$ cat config.mk
export PLATFORM = sky130hd
export DESIGN_NAME = uart_tx_queue
export DESIGN_NICKNAME = d
export VERILOG_FILES = /design/src/rtl/txq_pkg.sv /design/src/rtl/txq_store.sv /design/src/rtl/txq_ctrl.sv /design/src/rtl/uart_tx_queue.sv
export SDC_FILE = /design/constraint.sdc
export NUM_CORES = 1
export LEC_CHECK = 0
export ABC_AREA = 1
export BUFFER_PORTS_ARGS = -buffer_cell sky130_fd_sc_hd__clkbuf_2
export CAP_MARGIN = 0
export CORE_MARGIN = 4
export CORE_UTILIZATION = 62
export DETAILED_ROUTE_END_ITERATION = 8
export MAX_ROUTING_LAYER = met4
export PLACE_DENSITY_LB_ADDON = 0.12
export REMOVE_ABC_BUFFERS = 1
export SLEW_MARGIN = 20
export SYNTH_ARGS = -nofsm -noshare
export SYNTH_HDL_FRONTEND = slang
export SYNTH_HIERARCHICAL = 1
export SYNTH_SLANG_ARGS = --single-unit
export TNS_END_PERCENT = 5
$ cat constraint.sdc
create_clock -name clk -period 3.2 [get_ports clk]
set_input_delay 0.64 -clock clk [delete_from_list [all_inputs] [get_ports clk]]
set_output_delay 0.64 -clock clk [all_outputs]
set_load 0.01 [all_outputs]
$ cat src/rtl/txq_pkg.sv
package txq_pkg;

  // Strobes passed from the control unit to the storage
  typedef struct packed {
    logic push;
    logic pop;
    logic clear;
  } txqStrobe_t;

  // Selector code to threshold: 0 -> 1, n -> 2^(n+1)
  function automatic int wmThreshold(input logic [1:0] code);
    return (code == 2'd0) ? 1 : (1 << (int'(code) + 1));
  endfunction

endpackage

$ cat src/rtl/txq_store.sv
module txq_store
  import txq_pkg::*;
#(
  parameter int DEPTH  = 32,
  parameter int DATA_W = 8,
  localparam int PTR_W = $clog2(DEPTH),
  localparam int LVL_W = $clog2(DEPTH + 1)
) (
  input  logic              clk,
  input  logic              rstN,
  input  txqStrobe_t        strb,
  input  logic [DATA_W-1:0] wrByte,
  output logic [DATA_W-1:0] headByte,
  output logic [LVL_W-1:0]  level
);

  localparam logic [PTR_W-1:0] LAST_PTR = PTR_W'(DEPTH - 1);

  logic [DATA_W-1:0] mem [DEPTH];
  logic [PTR_W-1:0]  wrPtr, rdPtr;

  function automatic logic [PTR_W-1:0] bump(input logic [PTR_W-1:0] p);
    return (p == LAST_PTR) ? '0 : p + 1'b1;
  endfunction

  always_ff @(posedge clk) begin
    if (strb.push) mem[wrPtr] <= wrByte;
  end

  always_ff @(posedge clk or negedge rstN) begin
    if (!rstN) begin
      wrPtr <= '0;
      rdPtr <= '0;
      level <= '0;
    end else if (strb.clear) begin
      wrPtr <= '0;
      rdPtr <= '0;
      level <= '0;
    end else begin
      if (strb.push) wrPtr <= bump(wrPtr);
      if (strb.pop)  rdPtr <= bump(rdPtr);
      if (strb.push && !strb.pop)      level <= level + 1'b1;
      else if (strb.pop && !strb.push) level <= level - 1'b1;
    end
  end

  assign headByte = mem[rdPtr];

  // the count never exceeds the depth
  a_r2_level_bound: assert property (@(posedge clk) disable iff (!rstN)
    level <= LVL_W'(DEPTH));

  // a lone push adds exactly one
  a_r2_push_step: assert property (@(posedge clk) disable iff (!rstN)
    (strb.push && !strb.pop && !strb.clear) |=> level == $past(level) + 1'b1);

  // clear rewinds both pointers together
  a_r8_ptr_rewind: assert property (@(posedge clk) disable iff (!rstN)
    strb.clear |=> (wrPtr == '0 && rdPtr == '0));

endmodule

$ cat src/rtl/txq_ctrl.sv
module txq_ctrl
  import txq_pkg::*;
#(
  parameter int DEPTH = 32,
  localparam int LVL_W = $clog2(DEPTH + 1)
) (
  input  logic             clk,
  input  logic             rstN,
  input  logic             wrStrobe,
  input  logic             txPop,
  input  logic             softClear,
  input  logic [1:0]       wmSel,
  input  logic [LVL_W-1:0] level,
  output txqStrobe_t       strb,
  output logic             fullFlag,
  output logic             emptyFlag,
  output logic             wmFlag,
  output logic             wmEvent,
  output logic             emptyEvent,
  output logic             overflowPulse
);

  localparam logic [LVL_W-1:0] FULL_LVL = LVL_W'(DEPTH);

  logic [LVL_W-1:0] nextLevel;
  logic [LVL_W-1:0] threshold;
  logic             nextWm;

  always_comb begin
    strb.push  = wrStrobe && !fullFlag && !softClear;
    strb.pop   = txPop && !emptyFlag && !softClear;
    strb.clear = softClear;
  end

  always_comb begin
    threshold = LVL_W'(wmThreshold(wmSel));
    if (strb.clear)                    nextLevel = '0;
    else if (strb.push && !strb.pop)   nextLevel = level + 1'b1;
    else if (strb.pop && !strb.push)   nextLevel = level - 1'b1;
    else                               nextLevel = level;

    nextWm = wmFlag;
    if (strb.clear)                                          nextWm = 1'b0;
    else if (strb.push && !strb.pop && nextLevel >= threshold) nextWm = 1'b1;
    else if (strb.pop && !strb.push && nextLevel < threshold)  nextWm = 1'b0;
  end

  always_ff @(posedge clk or negedge rstN) begin
    if (!rstN) begin
      fullFlag      <= 1'b0;
      emptyFlag     <= 1'b1;
      wmFlag        <= 1'b0;
      wmEvent       <= 1'b0;
      emptyEvent    <= 1'b0;
      overflowPulse <= 1'b0;
    end else begin
      fullFlag      <= (nextLevel == FULL_LVL);
      emptyFlag     <= (nextLevel == '0);
      wmFlag        <= nextWm;
      wmEvent       <= nextWm && !wmFlag;
      emptyEvent    <= (nextLevel == '0) && (level != '0);
      overflowPulse <= wrStrobe && fullFlag && !softClear;
    end
  end

  // full flag tracks the stored count
  a_r3_full_tracks_level: assert property (@(posedge clk) disable iff (!rstN)
    fullFlag == (level == FULL_LVL));

  // empty flag tracks the stored count
  a_r4_empty_tracks_level: assert property (@(posedge clk) disable iff (!rstN)
    emptyFlag == (level == '0));

  // a write into a full queue changes nothing and is reported
  a_r5_drop_when_full: assert property (@(posedge clk) disable iff (!rstN)
    (wrStrobe && fullFlag && !txPop && !softClear) |=> (level == FULL_LVL && overflowPulse));

  // the rise event only comes with the flag
  a_r6_event_with_flag: assert property (@(posedge clk) disable iff (!rstN)
    wmEvent |-> wmFlag);

  // an idle cycle never moves the watermark
  a_r7_idle_holds_wm: assert property (@(posedge clk) disable iff (!rstN)
    (!wrStrobe && !txPop && !softClear) |=> $stable(wmFlag));

  // clear empties and drops the watermark
  a_r8_clear_empties: assert property (@(posedge clk) disable iff (!rstN)
    softClear |=> (level == '0 && emptyFlag && !wmFlag));

endmodule

$ cat src/rtl/uart_tx_queue.sv
module uart_tx_queue
  import txq_pkg::*;
#(
  parameter int DEPTH  = 32,
  parameter int DATA_W = 8,
  localparam int LVL_W = $clog2(DEPTH + 1)
) (
  input  logic              clk,
  input  logic              rstN,
  input  logic              wrStrobe,
  input  logic [DATA_W-1:0] wrByte,
  input  logic              txPop,
  input  logic              softClear,
  input  logic [1:0]        wmSel,
  output logic [DATA_W-1:0] popData,
  output logic              popValid,
  output logic [LVL_W-1:0]  fillLevel,
  output logic              fullFlag,
  output logic              emptyFlag,
  output logic              wmFlag,
  output logic              wmEvent,
  output logic              emptyEvent,
  output logic              overflowPulse
);

  txqStrobe_t strb;

  txq_ctrl #(.DEPTH(DEPTH)) ctrl_i (
    .clk(clk), .rstN(rstN), .wrStrobe(wrStrobe), .txPop(txPop),
    .softClear(softClear), .wmSel(wmSel), .level(fillLevel), .strb(strb),
    .fullFlag(fullFlag), .emptyFlag(emptyFlag), .wmFlag(wmFlag),
    .wmEvent(wmEvent), .emptyEvent(emptyEvent), .overflowPulse(overflowPulse)
  );

  txq_store #(.DEPTH(DEPTH), .DATA_W(DATA_W)) store_i (
    .clk(clk), .rstN(rstN), .strb(strb), .wrByte(wrByte),
    .headByte(popData), .level(fillLevel)
  );

  assign popValid = !emptyFlag;

  // valid head exactly when something is stored
  a_r1_valid_level: assert property (@(posedge clk) disable iff (!rstN)
    popValid == (fillLevel != '0));

endmodule

==> metrics.csv <==
metric,value,unit
outcome,completed,
drive_gt1_share,12.28,%
vias,8420,
topRoutingLayerUsed,met4,
cp_cell_sequence,buf_12 -> nand2_1 -> nand3_1 -> nand3_1 -> nand3_1 -> nand3_1 -> nand2_1 -> clkbuf_2,
slew-limit-headroom,44.81,%
powerDensity,622.6,mW/mm2
cp-end-kind,primary output,
synth_top_flop_cell,edfxtp_1,
clock_sink_count,278,
hold_viol_final,0,
fp.dieArea,0.02198,mm2
port_buffers,35,
ys_warn_count,6,
clk_pin_slew,0.06,ns
overflow,0,
first_global_vias,7998,
syn_to_final_growth,12.50,%
grt_pass1_wl,44.33,mm
met3_length,2.437,mm
slowest_stage,dfrtp_4,
setup_viol,0,
ant_nets,0,
ys_ff_latch,278,
cellLeakagePower,5.443,nW
gp_congestion,0.8659,
max_freq,322.2,MHz
hold_class,in -> async,
htree_levels,1,
crit_required,2.56,ns
n_antenna_cell,0,
drv_cap,0,
synth_area,0.01219,mm2
placeableCoreArea,0.01940,mm2
ys_types,32,
slew_viol_final,0,
grt_start_max_net_pins,130,
fin_crit,3.104,ns
critPathMaxFanout,129,
initialDrtViolationCount,804,
min_period_over_period,97.00,%
async_flop_share,7.914,%
syn_inst,1151,
hold_buffers,0,
hpwl,17.14,mm
worst_pin_slew,0.8278,ns
finClkSkew,0.01375,ns
finalNonFillerCells,1495,
synth_edf_count,256,
start_util,62.86,%
cpPeakStageDelay,0.45,ns
yosysSeqAreaShare,67.57,%
arrival,2.46,ns
drc,0,
peakVddDrop,0.6253,mV
avgSynthCellArea,10.59,um2
cts_buffers,28,
met1Wirelength,11.46,mm
post-place-cells,1444,
die_w,148.2,um
root_buffer,clkbuf_16,
rsz0062_at_grt,no,
antenna_found_initial,0,
drt-pass1-iter-count,5,
wirelength,28.31,mm
clock_path_buffers,3,
wl_met2,13.61,mm
fin_util,70.72,%
nets,1245,
grt_usage,27.13,%
tritoncts,yes,
cp-start-kind,flop,
path_class,reg -> out,
io_pins,36,
fp-row-count,51,
avgViaCountPerCell,5.632,
clock_latency,0.54,ns
die_height,148.2,um
post_drt_wl_per_cell,18.94,um
cpMostUsedCell,nand3_1,
==> flip-flops by register name, summed over array words and instances, names as in the netlist <==
| register | flops |
|---|---|
| ctrl_i/emptyEvent | 1 |
| ctrl_i/emptyFlag | 1 |
| ctrl_i/fullFlag | 1 |
| ctrl_i/overflowPulse | 1 |
| ctrl_i/wmEvent | 1 |
| ctrl_i/wmFlag | 1 |
| store_i/level | 6 |
| store_i/mem | 256 |
| store_i/rdPtr | 5 |
| store_i/wrPtr | 5 |
==> logic make-up (layout without fill, tap and decap cells) <==
family          Yosys count  after routing  share of synthesized area, %
simple gates            683            683                         23.44
fa+ha+maj                21             21                         2.216
buf+inv                  99            177                         3.632
flops                   278            278                         67.57
other cells               1              2                       0.03075
compound gates           62             62                         2.616
xor+xnor                  7              7                        0.5028
==> worst paths after layout <==
kind                                               from                        endpoint  slack [ns]  cells past startpoint
hold reg to reg                 ctrl_i/wmFlag$_DFF_PN0_        ctrl_i/wmEvent$_DFF_PN0_        0.48                      1
setup / recovery           store_i/rdPtr[0]$_DFFE_PN0P_                      popData[0]         0.1                      8
hold / removal                                     rstN       ctrl_i/fullFlag$_DFF_PN0_         0.1                      1
max in group asynchronous                          rstN    store_i/rdPtr[0]$_DFFE_PN0P_        2.67                      1
setup reg to reg             ctrl_i/emptyFlag$_DFF_PN1_        ctrl_i/wmEvent$_DFF_PN0_        0.74                     18
min in group clk                               wrStrobe  ctrl_i/overflowPulse$_DFF_PN0_        0.38                      3
==> synthesized netlist by cell type, types with 2 or more instances <==
| cell type | n | area share [%] |
|---|---|---|
| nand3_2 | 4 | 0.33 |
| a21oi_1 | 42 | 1.7 |
| nor2_4 | 3 | 0.28 |
| buf_4 | 6 | 0.37 |
| inv_2 | 8 | 0.25 |
| o21ai_1 | 6 | 0.25 |
| nand3_1 | 164 | 6.7 |
| nand2_1 | 435 | 13 |
| clkbuf_1 | 7 | 0.22 |
| nand2_2 | 3 | 0.15 |
| xnor2_1 | 2 | 0.14 |
| nor2_1 | 60 | 1.8 |
| nor2_2 | 9 | 0.46 |
| nor3_1 | 3 | 0.12 |
| buf_2 | 33 | 1.4 |
| dfrtp_1 | 21 | 4.3 |
| edfxtp_1 | 256 | 63 |
| xor2_1 | 5 | 0.36 |
| o21ai_0 | 11 | 0.45 |
| inv_1 | 38 | 1.2 |
| ha_1 | 20 | 2.1 |
| buf_1 | 5 | 0.15 |
==> cell type report <==
| type | instances | area [um2] |
|---|---|---|
| clock buffers | 32 | 715.7 |
| clock inverters | 19 | 156.4 |
| fillers | 1439 | 5680 |
| inverters | 47 | 183.9 |
| multi-input cells | 775 | 3516 |
| flip-flops and latches | 278 | 8243 |
| well taps | 265 | 331.6 |
| repair buffers | 79 | 571.8 |
==> cells in the final DEF (no fill, tap or decap), drive strengths merged, types with 5 or more instances in the layout <==
master	netlist	final
xor2	5	5
ha	20	20
nand3	168	168
o21ai	17	17
a21oi	43	43
nor2	72	72
inv	46	47
clkbuf	7	67
clkinv	1	15
dfrtp	21	21
nand2	438	438
buf	45	44
edfxtp	256	256
==> routing by layer <==
layer,GRT usage (%),up-vias
met5,-,-
met4,8.591,0
met3,4.144,59
met2,42.84,383
met1,37.09,3963
li1,-,4015
==> metrics by stage <==
stage	setup slack [ns]	hold slack (ns)	total power, mW	cell area (um2)	TNS, ns
after floorplan	-1.717	0.3444	5.071	11930	-15.75
after global placement	0.3779	0.4685	5.513	12840	0
after detailed placement	0.3425	0.4648	5.534	12840	0
after CTS	0.1232	0.1193	8.570	13710	0
after global routing	0.008228	0.1365	8.938	13720	0
final	0.09605	0.09629	8.541	13720	0
==> worst max-delay path, delay by kind of cell, from the launching register on <==
kind	cells	cell delay, ns
buffers and inverters	2	0.54
flip-flops	1	0.45
AND/OR/NAND/NOR	6	0.80
==> report_power, final <==
group | switching, mW | total [mW] | internal, mW | leakage, nW
Combinational | 0.890 | 1.33 | 0.442 | 2.42
Sequential | 0.0980 | 4.14 | 4.04 | 2.59
Clock | 1.30 | 3.07 | 1.77 | 0.424
Total | 2.29 | 8.54 | 6.25 | 5.44
==> timing repair <==
action	in CTS	in global routing
gates cloned	0	0
buffers inserted	0	0
endpoints found under the setup margin	1	1
resized for setup	1	2
(Power assumes the default switching activity.)
